==> config.mk <==
export PLATFORM = sky130hd
export DESIGN_NAME = uart_rx_ovr
export DESIGN_NICKNAME = d
export VERILOG_FILES = /design/src/rtl/urx_pkg.sv /design/src/rtl/urx_tick_gen.sv /design/src/rtl/urx_sync.sv /design/src/rtl/urx_frame_fsm.sv /design/src/rtl/urx_hold.sv /design/src/rtl/uart_rx_ovr.sv
export SDC_FILE = /design/constraint.sdc
export NUM_CORES = 1
export LEC_CHECK = 0
export BUFFER_PORTS_ARGS = -buffer_cell sky130_fd_sc_hd__clkbuf_2
export CAP_MARGIN = 10
export CORE_ASPECT_RATIO = 0.9
export CORE_UTILIZATION = 25
export DETAILED_ROUTE_END_ITERATION = 12
export PLACE_DENSITY_LB_ADDON = 0.25
export SLEW_MARGIN = 0
export SYNTH_ARGS = -nofsm -noshare
export SYNTH_HDL_FRONTEND = slang
export SYNTH_SLANG_ARGS = --single-unit
==> constraint.sdc <==
create_clock -name clk -period 2.22 [get_ports clk]
set_input_delay 0.555 -clock clk [delete_from_list [all_inputs] [get_ports clk]]
set_output_delay 0.555 -clock clk [all_outputs]
set_load 0.01 [all_outputs]
==> src/rtl/urx_pkg.sv <==
package urx_pkg;

    typedef enum logic [1:0] {
        ST_IDLE  = 2'd0,
        ST_START = 2'd1,
        ST_DATA  = 2'd2,
        ST_STOP  = 2'd3
    } rx_state_e;

    typedef struct packed {
        logic one_smp;
        logic ovr_off;
        logic rts_en;
    } rx_cfg_t;

    function automatic logic vote3(input logic a, input logic b, input logic c);
        return (a & b) | (a & c) | (b & c);
    endfunction

endpackage

==> src/rtl/urx_tick_gen.sv <==
module urx_tick_gen #(
    parameter int CLK_DIV = 4
) (
    input  logic clk,
    input  logic rst_n,
    input  logic en,
    output logic tick
);
    localparam int CW = (CLK_DIV > 1) ? $clog2(CLK_DIV) : 1;
    localparam logic [CW-1:0] CNT_LAST = CW'(CLK_DIV - 1);

    logic [CW-1:0] cnt;

    always_ff @(posedge clk or negedge rst_n) begin
        if (!rst_n) begin
            cnt <= '0;
        end else if (!en || cnt == CNT_LAST) begin
            cnt <= '0;
        end else begin
            cnt <= cnt + 1'b1;
        end
    end

    assign tick = en && (cnt == CNT_LAST);

    generate
        if (CLK_DIV > 1) begin : g_gap_chk
            p_tick_gap_r1: assert property (@(posedge clk) disable iff (!rst_n)
                tick |=> !tick)
                else $error("tick on consecutive clocks");
        end
    endgenerate

endmodule

==> src/rtl/urx_sync.sv <==
module urx_sync #(
    parameter int STAGES = 2
) (
    input  logic clk,
    input  logic rst_n,
    input  logic d,
    output logic q
);
    logic [STAGES-1:0] chain;

    generate
        for (genvar i = 0; i < STAGES; i++) begin : g_stage
            if (i == 0) begin : g_first
                always_ff @(posedge clk or negedge rst_n) begin
                    if (!rst_n) chain[0] <= 1'b1;
                    else        chain[0] <= d;
                end
            end else begin : g_next
                always_ff @(posedge clk or negedge rst_n) begin
                    if (!rst_n) chain[i] <= 1'b1;
                    else        chain[i] <= chain[i-1];
                end
            end
        end
    endgenerate

    assign q = chain[STAGES-1];

endmodule

==> src/rtl/urx_frame_fsm.sv <==
module urx_frame_fsm
    import urx_pkg::*;
#(
    parameter int DATA_W = 8,
    parameter int OVS    = 16
) (
    input  logic              clk,
    input  logic              rst_n,
    input  logic              en,
    input  logic              tick,
    input  logic              rx_s,
    input  logic              one_smp,
    output logic              done,
    output logic [DATA_W-1:0] done_data,
    output logic              done_noise,
    output logic              done_ferr
);
    localparam int SCW   = $clog2(OVS);
    localparam int IDXW  = (DATA_W > 1) ? $clog2(DATA_W) : 1;
    localparam logic [SCW-1:0]  SMP_A   = SCW'(OVS / 2 - 1);
    localparam logic [SCW-1:0]  SMP_B   = SCW'(OVS / 2);
    localparam logic [SCW-1:0]  SMP_C   = SCW'(OVS / 2 + 1);
    localparam logic [SCW-1:0]  SC_LAST = SCW'(OVS - 1);
    localparam logic [IDXW-1:0] BIT_LAST = IDXW'(DATA_W - 1);

    rx_state_e         state, nxt;
    logic [SCW-1:0]    sc;
    logic [IDXW-1:0]   bidx;
    logic [DATA_W-1:0] shreg;
    logic              smp_a, smp_b;
    logic              noise_acc;

    logic at_c, at_last, maj, disagree, data_bit;

    assign at_c     = tick && (sc == SMP_C);
    assign at_last  = tick && (sc == SC_LAST);
    assign maj      = vote3(smp_a, smp_b, rx_s);
    assign disagree = !((smp_a == smp_b) && (smp_b == rx_s));
    assign data_bit = one_smp ? smp_b : maj;

    // state register
    always_ff @(posedge clk or negedge rst_n) begin
        if (!rst_n) state <= ST_IDLE;
        else        state <= nxt;
    end

    // transitions
    always_comb begin
        nxt = state;
        unique case (state)
            ST_IDLE:  if (tick && !rx_s) nxt = ST_START;              // start_seen
            ST_START: begin
                if (at_c && maj)     nxt = ST_IDLE;                   // false_start
                else if (at_last)    nxt = ST_DATA;                   // start_ok
            end
            ST_DATA:  if (at_last && bidx == BIT_LAST) nxt = ST_STOP; // last_bit
            ST_STOP:  if (at_c) nxt = ST_IDLE;                        // frame_end
        endcase
        if (!en) nxt = ST_IDLE;                                       // disable
    end

    // sample counter, bit index, shifter and noise accumulation
    always_ff @(posedge clk or negedge rst_n) begin
        if (!rst_n) begin
            sc        <= '0;
            bidx      <= '0;
            shreg     <= '0;
            smp_a     <= 1'b1;
            smp_b     <= 1'b1;
            noise_acc <= 1'b0;
        end else if (!en) begin
            sc        <= '0;
            bidx      <= '0;
            noise_acc <= 1'b0;
        end else if (tick) begin
            if (state == ST_IDLE) begin
                sc        <= SCW'(1);
                bidx      <= '0;
                noise_acc <= 1'b0;
            end else begin
                sc <= (sc == SC_LAST) ? '0 : sc + 1'b1;
                if (sc == SMP_A) smp_a <= rx_s;
                if (sc == SMP_B) smp_b <= rx_s;
                if (sc == SMP_C && disagree && !one_smp) noise_acc <= 1'b1;
                if (state == ST_DATA && sc == SMP_C)
                    shreg <= {data_bit, shreg[DATA_W-1:1]};
                if (state == ST_DATA && sc == SC_LAST)
                    bidx <= bidx + 1'b1;
            end
        end
    end

    // outputs
    always_comb begin
        done       = en && (state == ST_STOP) && at_c;
        done_data  = shreg;
        done_ferr  = !maj;
        done_noise = noise_acc || (disagree && !one_smp);
    end

    p_done_pulse_r1: assert property (@(posedge clk) disable iff (!rst_n)
        done |=> !done)
        else $error("delivery pulse longer than one clock");

    p_false_start_r2: assert property (@(posedge clk) disable iff (!rst_n)
        (state == ST_START && at_c && smp_a && smp_b && rx_s) |=> (state == ST_IDLE))
        else $error("rejected start bit did not return to idle");

    p_single_quiet_r4: assert property (@(posedge clk) disable iff (!rst_n)
        (done && one_smp) |-> !done_noise)
        else $error("noise reported in single-sample mode");

endmodule

==> src/rtl/urx_hold.sv <==
module urx_hold #(
    parameter int DATA_W = 8
) (
    input  logic              clk,
    input  logic              rst_n,
    input  logic              done,
    input  logic [DATA_W-1:0] done_data,
    input  logic              done_noise,
    input  logic              done_ferr,
    input  logic              rd_stb,
    input  logic              flag_clr,
    input  logic              ovr_off,
    output logic [DATA_W-1:0] rdata,
    output logic              rvalid,
    output logic              ovr_flag,
    output logic              noise_flag,
    output logic              frm_flag
);
    logic still_full, collide, take;

    assign still_full = rvalid && !rd_stb;
    assign collide    = done && still_full && !ovr_off;
    assign take       = done && !collide;

    always_ff @(posedge clk or negedge rst_n) begin
        if (!rst_n) begin
            rdata      <= '0;
            rvalid     <= 1'b0;
            ovr_flag   <= 1'b0;
            noise_flag <= 1'b0;
            frm_flag   <= 1'b0;
        end else begin
            if (take) begin
                rdata  <= done_data;
                rvalid <= 1'b1;
            end else if (rd_stb) begin
                rvalid <= 1'b0;
            end
            ovr_flag   <= (ovr_flag   && !flag_clr) || collide;
            noise_flag <= (noise_flag && !flag_clr) || (done && done_noise);
            frm_flag   <= (frm_flag   && !flag_clr) || (done && done_ferr);
        end
    end

    p_read_clears_r5: assert property (@(posedge clk) disable iff (!rst_n)
        (rd_stb && !done) |=> !rvalid)
        else $error("read strobe did not empty the register");

    p_ovr_keeps_r6: assert property (@(posedge clk) disable iff (!rst_n)
        (done && rvalid && !rd_stb && !ovr_off) |=> (ovr_flag && rvalid && $stable(rdata)))
        else $error("overrun did not keep the older byte");

    p_overwrite_r7: assert property (@(posedge clk) disable iff (!rst_n)
        (done && ovr_off && !flag_clr) |=> (rvalid && rdata == $past(done_data) && $stable(ovr_flag)))
        else $error("overwrite mode misbehaved");

    p_clear_flags_r9: assert property (@(posedge clk) disable iff (!rst_n)
        (flag_clr && !done) |=> (!ovr_flag && !noise_flag && !frm_flag))
        else $error("flag clear ignored");

endmodule

==> src/rtl/uart_rx_ovr.sv <==
module uart_rx_ovr
    import urx_pkg::*;
#(
    parameter int CLK_DIV     = 4,
    parameter int DATA_W      = 8,
    parameter int OVS         = 16,
    parameter int SYNC_STAGES = 2
) (
    input  logic              clk,
    input  logic              rst_n,
    input  logic              en,
    input  logic              rx_i,
    input  logic              cfg_one_smp,
    input  logic              cfg_ovr_off,
    input  logic              cfg_rts_en,
    input  logic              rd_stb,
    input  logic              flag_clr,
    output logic [DATA_W-1:0] rdata,
    output logic              rvalid,
    output logic              ovr_flag,
    output logic              noise_flag,
    output logic              frm_flag,
    output logic              rts_n
);
    rx_cfg_t           cfg_l;
    logic              tick, rx_s;
    logic              done, done_noise, done_ferr;
    logic [DATA_W-1:0] done_data;

    always_ff @(posedge clk or negedge rst_n) begin
        if (!rst_n) begin
            cfg_l <= '0;
        end else if (!en) begin
            cfg_l.one_smp <= cfg_one_smp;
            cfg_l.ovr_off <= cfg_ovr_off;
            cfg_l.rts_en  <= cfg_rts_en;
        end
    end

    urx_tick_gen #(.CLK_DIV(CLK_DIV)) u_tick (
        .clk  (clk),
        .rst_n(rst_n),
        .en   (en),
        .tick (tick)
    );

    urx_sync #(.STAGES(SYNC_STAGES)) u_sync (
        .clk  (clk),
        .rst_n(rst_n),
        .d    (rx_i),
        .q    (rx_s)
    );

    urx_frame_fsm #(.DATA_W(DATA_W), .OVS(OVS)) u_fsm (
        .clk       (clk),
        .rst_n     (rst_n),
        .en        (en),
        .tick      (tick),
        .rx_s      (rx_s),
        .one_smp   (cfg_l.one_smp),
        .done      (done),
        .done_data (done_data),
        .done_noise(done_noise),
        .done_ferr (done_ferr)
    );

    urx_hold #(.DATA_W(DATA_W)) u_hold (
        .clk       (clk),
        .rst_n     (rst_n),
        .done      (done),
        .done_data (done_data),
        .done_noise(done_noise),
        .done_ferr (done_ferr),
        .rd_stb    (rd_stb),
        .flag_clr  (flag_clr),
        .ovr_off   (cfg_l.ovr_off),
        .rdata     (rdata),
        .rvalid    (rvalid),
        .ovr_flag  (ovr_flag),
        .noise_flag(noise_flag),
        .frm_flag  (frm_flag)
    );

    assign rts_n = !(cfg_l.rts_en && !rvalid);

    p_cfg_frozen_r11: assert property (@(posedge clk) disable iff (!rst_n)
        en |=> $stable(cfg_l))
        else $error("configuration changed while enabled");

endmodule

Yosys cells after proc, flatten, opt, wreduce, memory -nomap -nowiden --
Cells that the tools add are included.
Storage, ports and cells: register bits after elaboration 39, output and inout port bits 13, word-level logic and storage cells 116
Operators by class: add/subtract/negate cells 3, equal/unequal tests 18, multiplexer cells 23, bitwise gates (word level) 6, reductions and logical operators 48
Operators with widths (number):
- $logic_and A1 B1 Y1 | 24
- $mux W4 | 4
- $reduce_and A4 Y1 | 4
- $mux W2 | 7
- $eq A4 B4 Y1 const B | 3
- $mux W3 | 4
- $logic_not A1 Y1 | 11
- $ne A3 B2 Y1 const B | 3
- $pmux W2 S4 | 1
- $mux W1 | 7
- $eq A2 B2 Y1 const B | 3
- $ne A3 B1 Y1 const B | 2
- $logic_or A1 B1 Y1 | 5
- $add A4 B1 Y4 const B | 1
- $eq A4 B3 Y1 const B | 1
- $ne A4 B2 Y1 const B | 1
- $reduce_and A2 Y1 | 2
- $add A3 B1 Y3 const B | 1
- $and A1 B1 Y1 | 3
- $eq A3 B3 Y1 const B | 1
- $add A2 B1 Y2 const B | 1
- $eq A1 B1 Y1 | 2
- $eq A2 B1 Y1 const B | 1
- $logic_not A2 Y1 | 1
- other kinds (4) | 5

Longest topological paths before layout --
depth in word-level cells 9, gate-level depth with buffers 5, depth with buffers taken out 5

By module --
Synthesis repeated with hierarchy kept, for this count alone.
Second synthesis, totals: cells, all modules 169, area total of the unflattened synthesis 1954.4 um2
Modules (own cells, without submodules):
- urx_frame_fsm | instances 1, cells each 100, area an instance 1092.3 um2
- urx_hold | instances 1, cells each 54, area an instance 603.1 um2
- uart_rx_ovr | instances 1, cells each 7, area an instance 115.1 um2
- urx_tick_gen | instances 1, cells each 6, area an instance 91.3 um2
- urx_sync | instances 1, cells each 2, area an instance 52.6 um2

Least setup slack after synthesis --
OpenSTA, ideal clock, no wires.
kind flip-flop to flip-flop, from register u_fsm.sc[1], to register u_hold.rdata[0], library setup time 0.125 ns, arrival 1.525 ns, data required time 2.095 ns, path slack 0.570 ns, cell stages (with the launch flop) 6, path buffers 0, path through dfrtp_1 inv_1 ha_1 nand4b_4 nor3b_4 mux2_2
Between the ends: longest elaborated chain between the ends 7
RTL lines:
- start: declaration | RTL line urx_frame_fsm.sv:27 | logic [SCW-1:0] sc;
- start signal: assignment | RTL line urx_frame_fsm.sv:81 | sc <= (sc == SC_LAST) ? '0 : sc + 1'b1;
- $eq A4 B4 Y1 * | RTL line urx_frame_fsm.sv:35 | assign at_c = tick && (sc == SMP_C);
- $logic_and A1 B1 Y1 * | RTL line urx_frame_fsm.sv:35
- $logic_and A1 B1 Y1 * | RTL line urx_frame_fsm.sv:95 | done = en && (state == ST_STOP) && at_c;
- $logic_and A1 B1 Y1 (2 in a row) | RTL line urx_hold.sv:22 | assign collide = done && still_full && !ovr_off;
- $logic_not A1 Y1 | RTL line urx_hold.sv:23 | assign take = done && !collide;
- $logic_and A1 B1 Y1 * | RTL line urx_hold.sv:23
- end signal: assignment | RTL line urx_hold.sv:34 | rdata <= done_data;
- end: declaration | RTL line urx_hold.sv:13 | output logic [DATA_W-1:0] rdata,
Every way passes the cells marked *; elsewhere a longest branch is shown, timed or not. A chain may end at the register's enable or synchronous reset.

Worst setup path after layout --
from register u_fsm.sc[1], to register u_hold.rdata[2]
Same word-level chain as after synthesis.

==> summary.txt <==
Setup path
  – Kind of end point of the critical path: flop
  – Maximum fanout along the worst path: 8
  – Crit path arrival time: 2.04 ns
  – Classification of the worst setup path: reg -> reg
  – Critical Path Source Type: flop
  – Required time of the critical path: roughly 2.4 ns

Global route
  – Number of global-route vias before repair: about 1.2k
  – Maximum number of pins on one net before global-route repair: 40
  – Grt total ovfl: 0
  – Wire length of the first global-routing pass: between 6 and 7 mm
  – Number of antenna violations at the first check in global routing: 0
  – Total routing resource utilization after global routing: 0.103

Timing
  – Setup Total Neg Slack: 0 ns
  – Final setup viols: 0
  – Shortest clock period the worst path allows after layout: approximately 1.9 ns
  – Portion of the clock cycle consumed by the worst path in the final layout: 0.840
  – Number of max-slew violations in the final report: 0
  – Worst-margin pin slew: ~0.5 ns
  – Final Hold Viols: 0
  – Relative max-transition margin: 0.675
  – Clock tree skew after final layout: roughly 0.011 ns
  – RSZ-0062 raised after global routing: no
  – Maximum frequency from static timing analysis: about 0.54 GHz

Floorplanning
  – Number of standard-cell rows in the floorplan: 29
  – IO Pins: 22
  – Starting density of the core: 0.259
  – Die area: around 7600 sq um
  – Die W: 92.1 um
  – Die Ht: around 83 um
  – Placeable core region: about 7000 sq um

Clock network
  – CTS Root Buffer Type: sky130_fd_sc_hd__clkbuf_8
  – Clock transition at the registers of the reported paths: 0.08 ns
  – Number of buffers created by CTS: 5
  – Number of H-tree levels: 2
  – CTS hold repair buffers: 0
  – Clock sink count: 39
  – Number of instances resized during post-cts repair: 0
  – CTS tree: built
  – Worst-case clock buffer depth: 2
  – Buffers inserted during post-CTS setup optimization: 0
  – Clock latency on the worst-skew pair: just under 0.3 ns

Drt
  – Antenna viol nets, final: 0
  – DRC errors left: 0
  – Number of violations reported at the end of detailed-routing iteration 0: 29
  – Final routed wire length divided by cell count: about 13 um
  – TritonRoute pass-1 iters: 4
  – Vias: 1192
  – Via count normalized by instance count: 4.46
  – Overall routed net length: approximately 3.4 mm

Pwr
  – Cell Pwr Density: ~650 nW/um^2
  – Leakage power figure: 1.05 nW
  – Maximum ir drop on the vdd rail: roughly 0.32 mV

Yosys
  – Cell taking the most area after synthesis: sky130_fd_sc_hd__dfrtp_1
  – Post-Synthesis Net Count: 163
  – Most repeated cell in the gate-level netlist after synthesis: sky130_fd_sc_hd__dfrtp_1
  – Count of flip-flops with a built-in enable after synthesis: 0
  – Share of synthesized area occupied by flip-flops and latches: 0.537
  – Top cells by instance count after synthesis: sky130_fd_sc_hd__dfrtp_1, sky130_fd_sc_hd__mux2_2, sky130_fd_sc_hd__nand2_1, sky130_fd_sc_hd__ha_1, sky130_fd_sc_hd__inv_1
  – Post-Synthesis Cell Area: 1830 sq um
  – Most frequently used flop master after synthesis: sky130_fd_sc_hd__dfrtp_1
  – Number of distinct standard cells referenced by the synthesized netlist: ~40
  – Dominant cells by area after synthesis: sky130_fd_sc_hd__dfrtp_1, sky130_fd_sc_hd__mux2_2, sky130_fd_sc_hd__dfstp_2, sky130_fd_sc_hd__ha_1, sky130_fd_sc_hd__nand2_1
  – Fraction of synthesized cell area taken by the top area cell type: 0.480
  – Warnings from Yosys: 0
  – Mean instance size in the synthesized netlist: ~13 sq um
  – Post-synthesis register bit count: 39
  – Instance count of the mapped netlist: around 150
  – Fraction of synthesis flops using an asynchronous set or reset pin: 1.00

Cells and area
  – N_diodes: 0
  – Cell area after layout: about 2200 sq um
  – # fillers: ~750
  – Fraction of final layout cells sized beyond drive strength 1: 0.397
  – Nets@finish: 190
  – Area overhead of the layout relative to synthesis: 18.6%

Worst hold path
  – Tightest Hold Check Type: in -> async

Placed design
  – Count of buffers inserted at the top-level ports: 21
  – Estimated wirelength of the detail-placed design: 2.44 mm
  – Placed Instance Area: 2050 sq um
  – RD Place Congestion: 0.703

Run
  – Number of max-cap violations: 0

Status
  – Outcome: finished clean
==> critical path, stage by stage, from the launching register on <==
cell and delay (ns):
sky130_fd_sc_hd__dfrtp_1 0.42, sky130_fd_sc_hd__inv_1 0.09, sky130_fd_sc_hd__ha_1 0.21, sky130_fd_sc_hd__nand4b_4 0.16, sky130_fd_sc_hd__nor3b_4 0.48, sky130_fd_sc_hd__mux2_2 0.39
==> cell families (layout without fill, tap and decap cells) <==
logic type / after synthesis / count (layout) / synth area share
AOI/OAI and AO/OA: 22 / 22 / 0.0829
muxes: 25 / 25 / 0.152
DFF: 39 / 39 / 0.537
and+or+nand+nor: 40 / 40 / 0.145
buffers and inverters: 12 / 40 / 0.0281
adders and majority gates: 8 / 8 / 0.0548
==> through the flow <==
stage | cells | setup slack (ns) | power, mW | utilization | hold WS [ns]
final | 267 | 0.355 | 1.41 | 0.308 | 0.313
after global routing | 267 | 0.248 | 1.48 | 0.308 | 0.329
after global placement | 259 | 0.324 | 0.815 | 0.291 | 0.350
after floorplan | 146 | 0.570 | 0.777 | - | 0.259
after detailed placement | 259 | 0.286 | 0.815 | 0.291 | 0.348
after CTS | 267 | 0.337 | 1.44 | 0.308 | 0.329
==> sequential cells by signal (all words and copies together), names as in the netlist <==
register           cells
u_fsm.smp_b            1
u_fsm.state            2
u_fsm.sc               4
u_fsm.done_data        8
u_hold.rdata           8
u_hold.rvalid          1
u_sync.q               1
u_sync.chain           1
u_hold.ovr_flag        1
u_fsm.noise_acc        1
u_fsm.smp_a            1
u_fsm.bidx             3
u_hold.noise_flag      1
u_hold.frm_flag        1
u_tick.cnt             2
cfg_l                  3
==> where the power goes <==
part	internal, mW	switching (mW)	total, mW
Clock	0.364	0.250	0.614
Combinational	0.0269	0.0384	0.0653
Sequential	0.724	0.0101	0.734
Total	1.11	0.299	1.41
==> placed cells by master, fill, tap and decap left out, types with 2 or more instances in the layout <==
master,instances
sky130_fd_sc_hd__dfstp_2,4
sky130_fd_sc_hd__buf_4,3
sky130_fd_sc_hd__nor2_1,6
sky130_fd_sc_hd__o22ai_1,6
sky130_fd_sc_hd__nand3_1,3
sky130_fd_sc_hd__ha_1,8
sky130_fd_sc_hd__clkbuf_2,21
sky130_fd_sc_hd__a21oi_1,3
sky130_fd_sc_hd__and3b_1,3
sky130_fd_sc_hd__dfrtp_1,35
sky130_fd_sc_hd__nor2b_1,2
sky130_fd_sc_hd__clkbuf_8,6
sky130_fd_sc_hd__mux2i_1,3
sky130_fd_sc_hd__o21ai_0,4
sky130_fd_sc_hd__mux2_2,22
sky130_fd_sc_hd__nand2_1,10
sky130_fd_sc_hd__inv_1,8
sky130_fd_sc_hd__and3_1,2
sky130_fd_sc_hd__or2_2,2
==> final timing paths <==
path	from	to	slack [ns]	cells after the start
worst max-delay path	u_fsm.sc[1]	u_hold.rdata[2]	0.35	5
worst min-delay path	rst_n	u_hold.rdata[5]	0.31	2
worst max register to register	u_fsm.sc[1]	u_hold.rdata[2]	0.35	5
worst min register to register	u_sync.chain[0]	u_sync.q	0.36	0
max in group asynchronous	rst_n	u_fsm.smp_b	1.55	2
min in group clk	rx_i	u_sync.chain[0]	0.35	1
==> area by class of cell <==
class	instances	area, sq um	area share
Clock buffer	6	82.6	0.0381
Clock inverter	2	35.0	0.0162
Inverter	8	30.0	0.0139
Multi-Input combinational cell	95	793	0.366
Sequential cell	39	981	0.453
Tap cell	93	116	0.0537
Timing Repair Buffer	24	128	0.0589
==> layer usage <==
layer  wire (um)  track usage  share of wire
met5           0            0              0
met4          25       0.0256         0.0073
met3         140       0.0339          0.041
met2        1420        0.139           0.41
met1        1850        0.158           0.54
Power figures use the tool's default switching activity.
